===== config.mk =====
export PLATFORM = sky130hd
export DESIGN_NAME = ahb_sdram_bridge
export DESIGN_NICKNAME = d
export VERILOG_FILES = /design/src/rtl/bridge_pkg.sv /design/src/rtl/bridge_addr_phase.sv /design/src/rtl/bridge_line_buf.sv /design/src/rtl/bridge_ctrl.sv /design/src/rtl/ahb_sdram_bridge.sv
export SDC_FILE = /design/constraint.sdc
export NUM_CORES = 1
export LEC_CHECK = 0
export BUFFER_PORTS_ARGS = -buffer_cell sky130_fd_sc_hd__buf_2
export CAP_MARGIN = 20
export CORE_MARGIN = 1
export CORE_UTILIZATION = 55
export DETAILED_ROUTE_END_ITERATION = 12
export PLACE_DENSITY = 0.91
export SYNTH_ARGS = -nofsm -noshare
export SYNTH_HDL_FRONTEND = slang
export SYNTH_SLANG_ARGS = --single-unit

===== constraint.sdc =====
create_clock -name clk -period 17.8 [get_ports clk]
set_input_delay 3.56 -clock clk [delete_from_list [all_inputs] [get_ports clk]]
set_output_delay 3.56 -clock clk [all_outputs]
set_load 0.005 [all_outputs]

===== src/rtl/bridge_pkg.sv =====
package bridge_pkg;

   localparam logic [1:0] TR_IDLE   = 2'b00;
   localparam logic [1:0] TR_BUSY   = 2'b01;
   localparam logic [1:0] TR_NONSEQ = 2'b10;
   localparam logic [1:0] TR_SEQ    = 2'b11;

   typedef enum logic [3:0] {
      ST_IDLE,
      ST_HIT,
      ST_FILL_REQ,
      ST_FILL,
      ST_RMW_REQ,
      ST_RMW_RD,
      ST_WR_REQ,
      ST_WR,
      ST_DONE
   } bridge_state_e;

endpackage


===== src/rtl/bridge_addr_phase.sv =====
module bridge_addr_phase
   import bridge_pkg::*;
#(
   parameter int HADDR_W = 32
) (
   input  logic               clk,
   input  logic               rst_n,
   input  logic               hsel,
   input  logic               hready,
   input  logic [1:0]         htrans,
   input  logic               hwrite,
   input  logic [HADDR_W-1:0] haddr,
   output logic               acc_valid,
   output logic               acc_write,
   output logic               acc_seq,
   output logic [HADDR_W-1:0] dp_addr
);

   assign acc_valid = hsel && hready && (htrans == TR_NONSEQ || htrans == TR_SEQ);
   assign acc_write = hwrite;
   assign acc_seq   = (htrans == TR_SEQ);

   always_ff @(posedge clk or negedge rst_n) begin
      if (!rst_n) begin
         dp_addr <= '0;
      end else if (acc_valid) begin
         dp_addr <= haddr;
      end
   end

endmodule


===== src/rtl/bridge_line_buf.sv =====
module bridge_line_buf #(
   parameter int HADDR_W    = 32,
   parameter int HDATA_W    = 32,
   parameter int MDATA_W    = 64,
   parameter int LINE_WORDS = 4
) (
   input  logic                          clk,
   input  logic                          rst_n,
   input  logic                          fill_start,
   input  logic                          inval,
   input  logic                          beat_we,
   input  logic                          fill_done,
   input  logic [MDATA_W-1:0]            beat_data,
   input  logic [HADDR_W-1:0]            haddr,
   input  logic [$clog2(LINE_WORDS)-1:0] rd_idx,
   output logic                          hit,
   output logic [HDATA_W-1:0]            rd_word
);

   localparam int WPB        = MDATA_W / HDATA_W;
   localparam int LINE_BEATS = LINE_WORDS / WPB;
   localparam int BYTE_LSB   = $clog2(HDATA_W / 8);
   localparam int LINE_LSB   = $clog2(LINE_WORDS) + BYTE_LSB;
   localparam int BIDX_W     = $clog2(LINE_BEATS);
   localparam logic [HADDR_W-1:0] LINE_MASK = HADDR_W'((64'd1 << LINE_LSB) - 64'd1);

   logic                 valid_q;
   logic [HADDR_W-1:0]   tag_q;
   logic [BIDX_W-1:0]    fill_idx;
   logic [MDATA_W-1:0]   beats [LINE_BEATS];
   logic [HDATA_W-1:0]   words [LINE_WORDS];

   always_ff @(posedge clk or negedge rst_n) begin
      if (!rst_n) begin
         valid_q  <= 1'b0;
         tag_q    <= '0;
         fill_idx <= '0;
      end else begin
         if (fill_start) begin
            valid_q  <= 1'b0;
            tag_q    <= haddr & ~LINE_MASK;
            fill_idx <= '0;
         end else begin
            if (inval) begin
               valid_q <= 1'b0;
            end
            if (fill_done) begin
               valid_q <= 1'b1;
            end
            if (beat_we) begin
               fill_idx <= fill_idx + BIDX_W'(1);
            end
         end
      end
   end

   for (genvar b = 0; b < LINE_BEATS; b++) begin : g_beat
      always_ff @(posedge clk) begin
         if (beat_we && fill_idx == BIDX_W'(b)) begin
            beats[b] <= beat_data;
         end
      end
      for (genvar k = 0; k < WPB; k++) begin : g_word
         assign words[b*WPB + k] = beats[b][k*HDATA_W +: HDATA_W];
      end
   end

   assign hit     = valid_q && ((haddr & ~LINE_MASK) == tag_q);
   assign rd_word = words[rd_idx];

endmodule


===== src/rtl/bridge_ctrl.sv =====
module bridge_ctrl
   import bridge_pkg::*;
#(
   parameter int HADDR_W    = 32,
   parameter int HDATA_W    = 32,
   parameter int MDATA_W    = 64,
   parameter int LINE_WORDS = 4
) (
   input  logic               clk,
   input  logic               rst_n,
   input  logic               acc_valid,
   input  logic               acc_write,
   input  logic               acc_seq,
   input  logic               lb_hit,
   input  logic [HADDR_W-1:0] dp_addr,
   input  logic [HDATA_W-1:0] hwdata,
   input  logic               mem_gnt,
   input  logic               mem_rvalid,
   input  logic               mem_done,
   input  logic [MDATA_W-1:0] mem_rdata,
   output logic               hreadyout,
   output logic               mem_req,
   output logic               mem_we,
   output logic               mem_burst,
   output logic [HADDR_W-1:0] mem_addr,
   output logic [MDATA_W-1:0] mem_wdata,
   output logic               lb_fill_start,
   output logic               lb_inval,
   output logic               lb_beat_we,
   output logic               lb_fill_done
);

   localparam int WPB      = MDATA_W / HDATA_W;
   localparam int BYTE_LSB = $clog2(HDATA_W / 8);
   localparam int BEAT_LSB = $clog2(MDATA_W / 8);
   localparam int LINE_LSB = $clog2(LINE_WORDS) + BYTE_LSB;
   localparam int LANE_W   = BEAT_LSB - BYTE_LSB;
   localparam logic [HADDR_W-1:0] BEAT_MASK = HADDR_W'((64'd1 << BEAT_LSB) - 64'd1);
   localparam logic [HADDR_W-1:0] LINE_MASK = HADDR_W'((64'd1 << LINE_LSB) - 64'd1);

   bridge_state_e        state, nxt;
   logic                 ready_st;
   logic [LANE_W-1:0]    lane_sel;
   logic [MDATA_W-1:0]   merged;
   logic [MDATA_W-1:0]   wbuf;

   assign ready_st = (state == ST_IDLE) || (state == ST_HIT) || (state == ST_DONE);

   always_comb begin
      nxt = state;
      case (state)
         ST_IDLE, ST_HIT, ST_DONE: begin
            if (!acc_valid) begin
               nxt = ST_IDLE;
            end else if (acc_write) begin
               nxt = ST_RMW_REQ;
            end else if (acc_seq && lb_hit) begin
               nxt = ST_HIT;
            end else begin
               nxt = ST_FILL_REQ;
            end
         end
         ST_FILL_REQ: if (mem_gnt)  nxt = ST_FILL;
         ST_FILL:     if (mem_done) nxt = ST_DONE;
         ST_RMW_REQ:  if (mem_gnt)  nxt = ST_RMW_RD;
         ST_RMW_RD:   if (mem_done) nxt = ST_WR_REQ;
         ST_WR_REQ:   if (mem_gnt)  nxt = ST_WR;
         ST_WR:       if (mem_done) nxt = ST_DONE;
         default:     nxt = ST_IDLE;
      endcase
   end

   always_ff @(posedge clk or negedge rst_n) begin
      if (!rst_n) begin
         state <= ST_IDLE;
      end else begin
         state <= nxt;
      end
   end

   // merge of the bus word into the fetched 64-bit word, one lane per bus word
   assign lane_sel = dp_addr[BEAT_LSB-1:BYTE_LSB];
   for (genvar k = 0; k < WPB; k++) begin : g_lane
      assign merged[k*HDATA_W +: HDATA_W] =
         (lane_sel == LANE_W'(k)) ? hwdata : mem_rdata[k*HDATA_W +: HDATA_W];
   end

   always_ff @(posedge clk or negedge rst_n) begin
      if (!rst_n) begin
         wbuf <= '0;
      end else if (state == ST_RMW_RD && mem_rvalid) begin
         wbuf <= merged;
      end
   end

   assign hreadyout = ready_st;
   assign mem_req   = (state == ST_FILL_REQ) || (state == ST_RMW_REQ) || (state == ST_WR_REQ);
   assign mem_we    = (state == ST_WR_REQ);
   assign mem_burst = (state == ST_FILL_REQ);
   assign mem_addr  = mem_burst ? (dp_addr & ~LINE_MASK) : (dp_addr & ~BEAT_MASK);
   assign mem_wdata = wbuf;

   assign lb_fill_start = ready_st && acc_valid && !acc_write && !(acc_seq && lb_hit);
   assign lb_inval      = ready_st && acc_valid && acc_write;
   assign lb_beat_we    = (state == ST_FILL) && mem_rvalid;
   assign lb_fill_done  = (state == ST_FILL) && mem_done;

endmodule


===== src/rtl/ahb_sdram_bridge.sv =====
module ahb_sdram_bridge #(
   parameter int HADDR_W    = 32,
   parameter int HDATA_W    = 32,
   parameter int MDATA_W    = 64,
   parameter int LINE_WORDS = 4
) (
   input  logic               clk,
   input  logic               rst_n,
   input  logic               hsel,
   input  logic [HADDR_W-1:0] haddr,
   input  logic [1:0]         htrans,
   input  logic               hwrite,
   input  logic [HDATA_W-1:0] hwdata,
   input  logic               hready,
   output logic [HDATA_W-1:0] hrdata,
   output logic               hreadyout,
   output logic               hresp,
   output logic               mem_req,
   input  logic               mem_gnt,
   output logic               mem_we,
   output logic               mem_burst,
   output logic [HADDR_W-1:0] mem_addr,
   output logic [MDATA_W-1:0] mem_wdata,
   input  logic [MDATA_W-1:0] mem_rdata,
   input  logic               mem_rvalid,
   input  logic               mem_done
);

   localparam int WPB        = MDATA_W / HDATA_W;
   localparam int LINE_BEATS = LINE_WORDS / (WPB > 0 ? WPB : 1);
   localparam int BYTE_LSB   = $clog2(HDATA_W / 8);
   localparam int LINE_LSB   = $clog2(LINE_WORDS) + BYTE_LSB;

   // elaboration-time parameter checks
   if (HDATA_W < 8 || (HDATA_W & (HDATA_W - 1)) != 0) begin : g_bad_hdata
      $error("HDATA_W must be a power of two of at least 8");
   end
   if (MDATA_W % HDATA_W != 0 || WPB < 2 || (WPB & (WPB - 1)) != 0) begin : g_bad_mdata
      $error("MDATA_W must be a power-of-two multiple (>=2) of HDATA_W");
   end
   if ((LINE_WORDS & (LINE_WORDS - 1)) != 0 || LINE_BEATS < 2) begin : g_bad_line
      $error("LINE_WORDS must be a power of two covering at least two wide beats");
   end
   if (HADDR_W <= LINE_LSB) begin : g_bad_addr
      $error("HADDR_W too small for the line size");
   end

   logic               acc_valid, acc_write, acc_seq;
   logic [HADDR_W-1:0] dp_addr;
   logic               lb_hit, lb_fill_start, lb_inval, lb_beat_we, lb_fill_done;

   bridge_addr_phase #(
      .HADDR_W (HADDR_W)
   ) addr_i (
      .clk       (clk),
      .rst_n     (rst_n),
      .hsel      (hsel),
      .hready    (hready),
      .htrans    (htrans),
      .hwrite    (hwrite),
      .haddr     (haddr),
      .acc_valid (acc_valid),
      .acc_write (acc_write),
      .acc_seq   (acc_seq),
      .dp_addr   (dp_addr)
   );

   bridge_line_buf #(
      .HADDR_W    (HADDR_W),
      .HDATA_W    (HDATA_W),
      .MDATA_W    (MDATA_W),
      .LINE_WORDS (LINE_WORDS)
   ) line_i (
      .clk        (clk),
      .rst_n      (rst_n),
      .fill_start (lb_fill_start),
      .inval      (lb_inval),
      .beat_we    (lb_beat_we),
      .fill_done  (lb_fill_done),
      .beat_data  (mem_rdata),
      .haddr      (haddr),
      .rd_idx     (dp_addr[LINE_LSB-1:BYTE_LSB]),
      .hit        (lb_hit),
      .rd_word    (hrdata)
   );

   bridge_ctrl #(
      .HADDR_W    (HADDR_W),
      .HDATA_W    (HDATA_W),
      .MDATA_W    (MDATA_W),
      .LINE_WORDS (LINE_WORDS)
   ) ctrl_i (
      .clk           (clk),
      .rst_n         (rst_n),
      .acc_valid     (acc_valid),
      .acc_write     (acc_write),
      .acc_seq       (acc_seq),
      .lb_hit        (lb_hit),
      .dp_addr       (dp_addr),
      .hwdata        (hwdata),
      .mem_gnt       (mem_gnt),
      .mem_rvalid    (mem_rvalid),
      .mem_done      (mem_done),
      .mem_rdata     (mem_rdata),
      .hreadyout     (hreadyout),
      .mem_req       (mem_req),
      .mem_we        (mem_we),
      .mem_burst     (mem_burst),
      .mem_addr      (mem_addr),
      .mem_wdata     (mem_wdata),
      .lb_fill_start (lb_fill_start),
      .lb_inval      (lb_inval),
      .lb_beat_we    (lb_beat_we),
      .lb_fill_done  (lb_fill_done)
   );

   assign hresp = 1'b0;

endmodule


==> metrics.md <==
| Metric | Value |
|---|---|
| Largest net degree at the start of global routing | `roughly 80` |
| Setup CP Type | `reg -> out` |
| CTS tree | `done` |
| Final setup vio count | `0` |
| Syn avg cell area | `roughly 16 µm²` |
| Die W | `about 140 µm` |
| DR WL met3 | `1950 µm` |
| WL met2 | `around 12,000 µm` |
| Critical Path, Cell by Cell | `buf_4 -> mux4_2 -> buf_2` |
| CTS Buffer Depth | `3` |
| Status | `finished clean` |
| DR vias/cell | `5.48` |
| Largest family of logic cells by synthesized area | `multiplexers` |
| HPWL after DPL | `roughly 16,000 µm` |
| Multiplexer share of the synthesized area | `19.9%` |
| Clk_lat worst skew | `approximately 530 ps` |
| Power Density | `between 100 and 150 nW/µm²` |
| Initial core utilization | `between 50% and 60%` |
| Final Hold Fails | `0` |
| Compound-cell area share of the yosys netlist | `about 3.7%` |
| Period utilization | `about 38%` |
| Critical Path RT | `roughly 14,000 ps` |
| Top sig layer | `met5` |
| Async set or reset register ratio after synthesis | `50.0%` |
| Fillcell total | `approximately 1,300` |
| Share of cells above drive strength 1 | `roughly 43%` |
| DRC viols | `0` |
| I/O pin total | `271` |
| Critical Path Max Stage Delay | `between 1000 and 1500 ps` |
| Total number of vias | `6,580` |
| Core footprint | `approximately 19,000 µm²` |
| Routed WL | `approximately 24,000 µm` |
| Vias in the first global route | `~7,000` |
| Ys flop type | `edfxtp_1` |
| Synthesis-stage register bit count | `256` |
| Worst hold path startpoint | `addr_i.dp_addr[16]` |
| Worst-path clk slew | `60 ps` |
| Leakage power | `about 0.0055 µW` |
| Initial antenna violation count | `4` |
| Critical path origin | `addr_i.dp_addr[2]` |
| Peak VDD IR | `between 0.08 and 0.09 mV` |
| Die area | `about 20,000 µm²` |
| CTS H-tree depth | `1` |
| CP max-delay cell | `dfrtp_4` |
| Routed length per instance | `between 15 and 20 µm` |
| Worst hold path type | `reg -> reg` |
| M1 WL | `roughly 9000 µm` |
| RePlAce Congestion | `about 0.8` |
| CTS Buf Count | `26` |
| Number of hold buffers added after CTS | `0` |
| Max Cap Viol | `0` |
| Adder-cell area share of the yosys netlist | `0%` |
| Final Max Slew Viols | `0` |
| Cells after Synth | `~680` |
| Fmax | `149 MHz` |
| Post-synth cell types | `33` |
| EDFF count, synth | `128` |
| Final nets | `1,055` |
| Clock skew | `around 23 ps` |
| CTS sink count | `256` |
| Setup TNS | `0 ps` |
| RSZ-0062 raised after global routing | `false` |
| # rows | `50` |
| Post CTS Setup Buffer Count | `0` |
| Worst rel slew slack | `between 30% and 40%` |
| Port Buffer Count | `roughly 260` |
| Worst Tran Pin Value | `1000 ps` |
| Drt first pass iters | `5` |
| CP Launch Type | `register` |
| Ys Warns | `0` |
| Root buffer cell | `clkbuf_16` |
| Final ANT Viol Nets | `0` |
| Maximum fanout along the worst path | `58` |
| First-pass GRT wire length | `~37,000 µm` |
| WHS | `roughly 500 ps` |
| Grt total ovfl | `0` |
| Simple-gate share of the synthesized area | `about 3.9%` |
| Area delta synth->final | `20.4%` |
| Post-Synth XOR/XNOR Area | `under 10%` |
| Reg2reg start | `line_i.tag_q[14]` |
| Die Ht | `roughly 140 µm` |
| Post-cts resize count | `0` |
| Cell Area, Synth | `approximately 11,000 µm²` |
| CP Capture Type | `primary output` |
| Initial DRC Count | `between 300 and 400` |
| Crit path DAT | `3140 ps` |
| Sequential area share after synthesis | `66.0%` |
| Fin crit period | `6700 ps` |
| Total track usage | `around a quarter` |
## path summary, 6_finish.rpt
| path | slack (ps) | cells after the start | endpoint |
|---|---|---|---|
| hold / removal | 500 | 1 | addr_i.dp_addr[16] |
| setup / recovery | 11100 | 3 | hrdata[8] |
| hold reg to reg | 500 | 1 | addr_i.dp_addr[16] |
| max in group asynchronous | 13410 | 2 | addr_i.dp_addr[2] |
| setup reg to reg | 15210 | 5 | line_i.tag_q[31] |
| min in group asynchronous | 3030 | 1 | line_i.tag_q[29] |
## cells in the mapped netlist (all sizes together) (2+ instances only)
cell type | instances | area share, %
a21oi | 66 | 3.1
and2 | 2 | 0.12
buf | 58 | 3.7
clkbuf | 10 | 0.35
dfrtp | 128 | 30
edfxtp | 128 | 36
inv | 3 | 0.11
mux2 | 58 | 7.1
mux2i | 65 | 6.1
mux4 | 32 | 6.7
nand2 | 2 | 0.070
nand3 | 3 | 0.14
nand4 | 8 | 0.47
nor2 | 70 | 2.5
nor2b | 2 | 0.12
nor3 | 2 | 0.094
nor3b | 2 | 0.14
nor4 | 2 | 0.12
o21ai | 3 | 0.14
xnor2 | 28 | 2.3
## sequential cells by signal, summed over array words and instances (netlist names)
register,flops
line_i.valid_q,1
addr_i.dp_addr,30
line_i.beats,128
ctrl_i.state,4
ctrl_i.mem_wdata,64
line_i.tag_q,28
line_i.fill_idx,1
## kinds of logic (layout without fill, tap and decap cells)
family	after synthesis	count (layout)
multiplexers	155	155
buffers and inverters	71	323
other	1	7
XOR/XNOR	28	28
flip-flops	256	256
AND/OR/NAND/NOR	96	96
AO/OA/AOI/OAI	75	75
## critical path: cells and delay by family (launching register included)
family | cells | cell delay [ps]
buf+inv | 2 | 890
mux | 1 | 600
flops | 1 | 1090
## layer usage
metal	vias up	track usage, %
met3	46	6.01
li1	2949	-
met2	308	41.3
met4	2	7.72
met5	-	0
met1	3275	29.3
## cell type report
cell class                      instances  area, µm²  area share (%)
Sequential cell                       256       7050            54.8
Inverter                                3       11.3          0.0876
Clock inverter                         12        143            1.11
Multi-Input combinational cell        358       3210            25.0
Timing Repair Buffer                  272       1390            10.8
Antenna cell                            3       7.51          0.0584
Tap cell                              260        325            2.53
Clock buffer                           36        718            5.59
## stage by stage
| stage | cells | total power, µW | area (µm²) | util [%] | worst slack (ps) |
|---|---|---|---|---|---|
| final | 1200 | 1850 | 12900 | 68.1 | 11100 |
| after global routing | 1199 | 1950 | 12900 | 68.0 | 10910 |
| after CTS | 1197 | 1870 | 12800 | 68.0 | 11020 |
| after detailed placement | 1149 | 1320 | 12000 | 63.5 | 11600 |
| after global placement | 1149 | 1290 | 12000 | 63.5 | 11610 |
| after floorplan | 685 | 1140 | 10700 | - | 9200 |
## where the power goes
group	switching [µW]	internal, µW
clock network	218	325
registers	96.1	762
logic	205	249
## placed cells by master, fill, tap and decap left out, drive strengths merged, types with 2 or more instances in the layout
master,instances
nor3b,2
o21ai,3
nor2b,2
bufinv,3
nand2,2
clkbuf,36
mux2i,65
conb,4
mux4,32
and2,2
inv,3
edfxtp,128
buf,272
nor4,2
xnor2,28
a21oi,66
nand4,8
nor3,2
nor2,70
mux2,58
diode,3
nand3,3
dfrtp,128
clkinv,9
No activity file was read; power rests on OpenSTA's default activity.
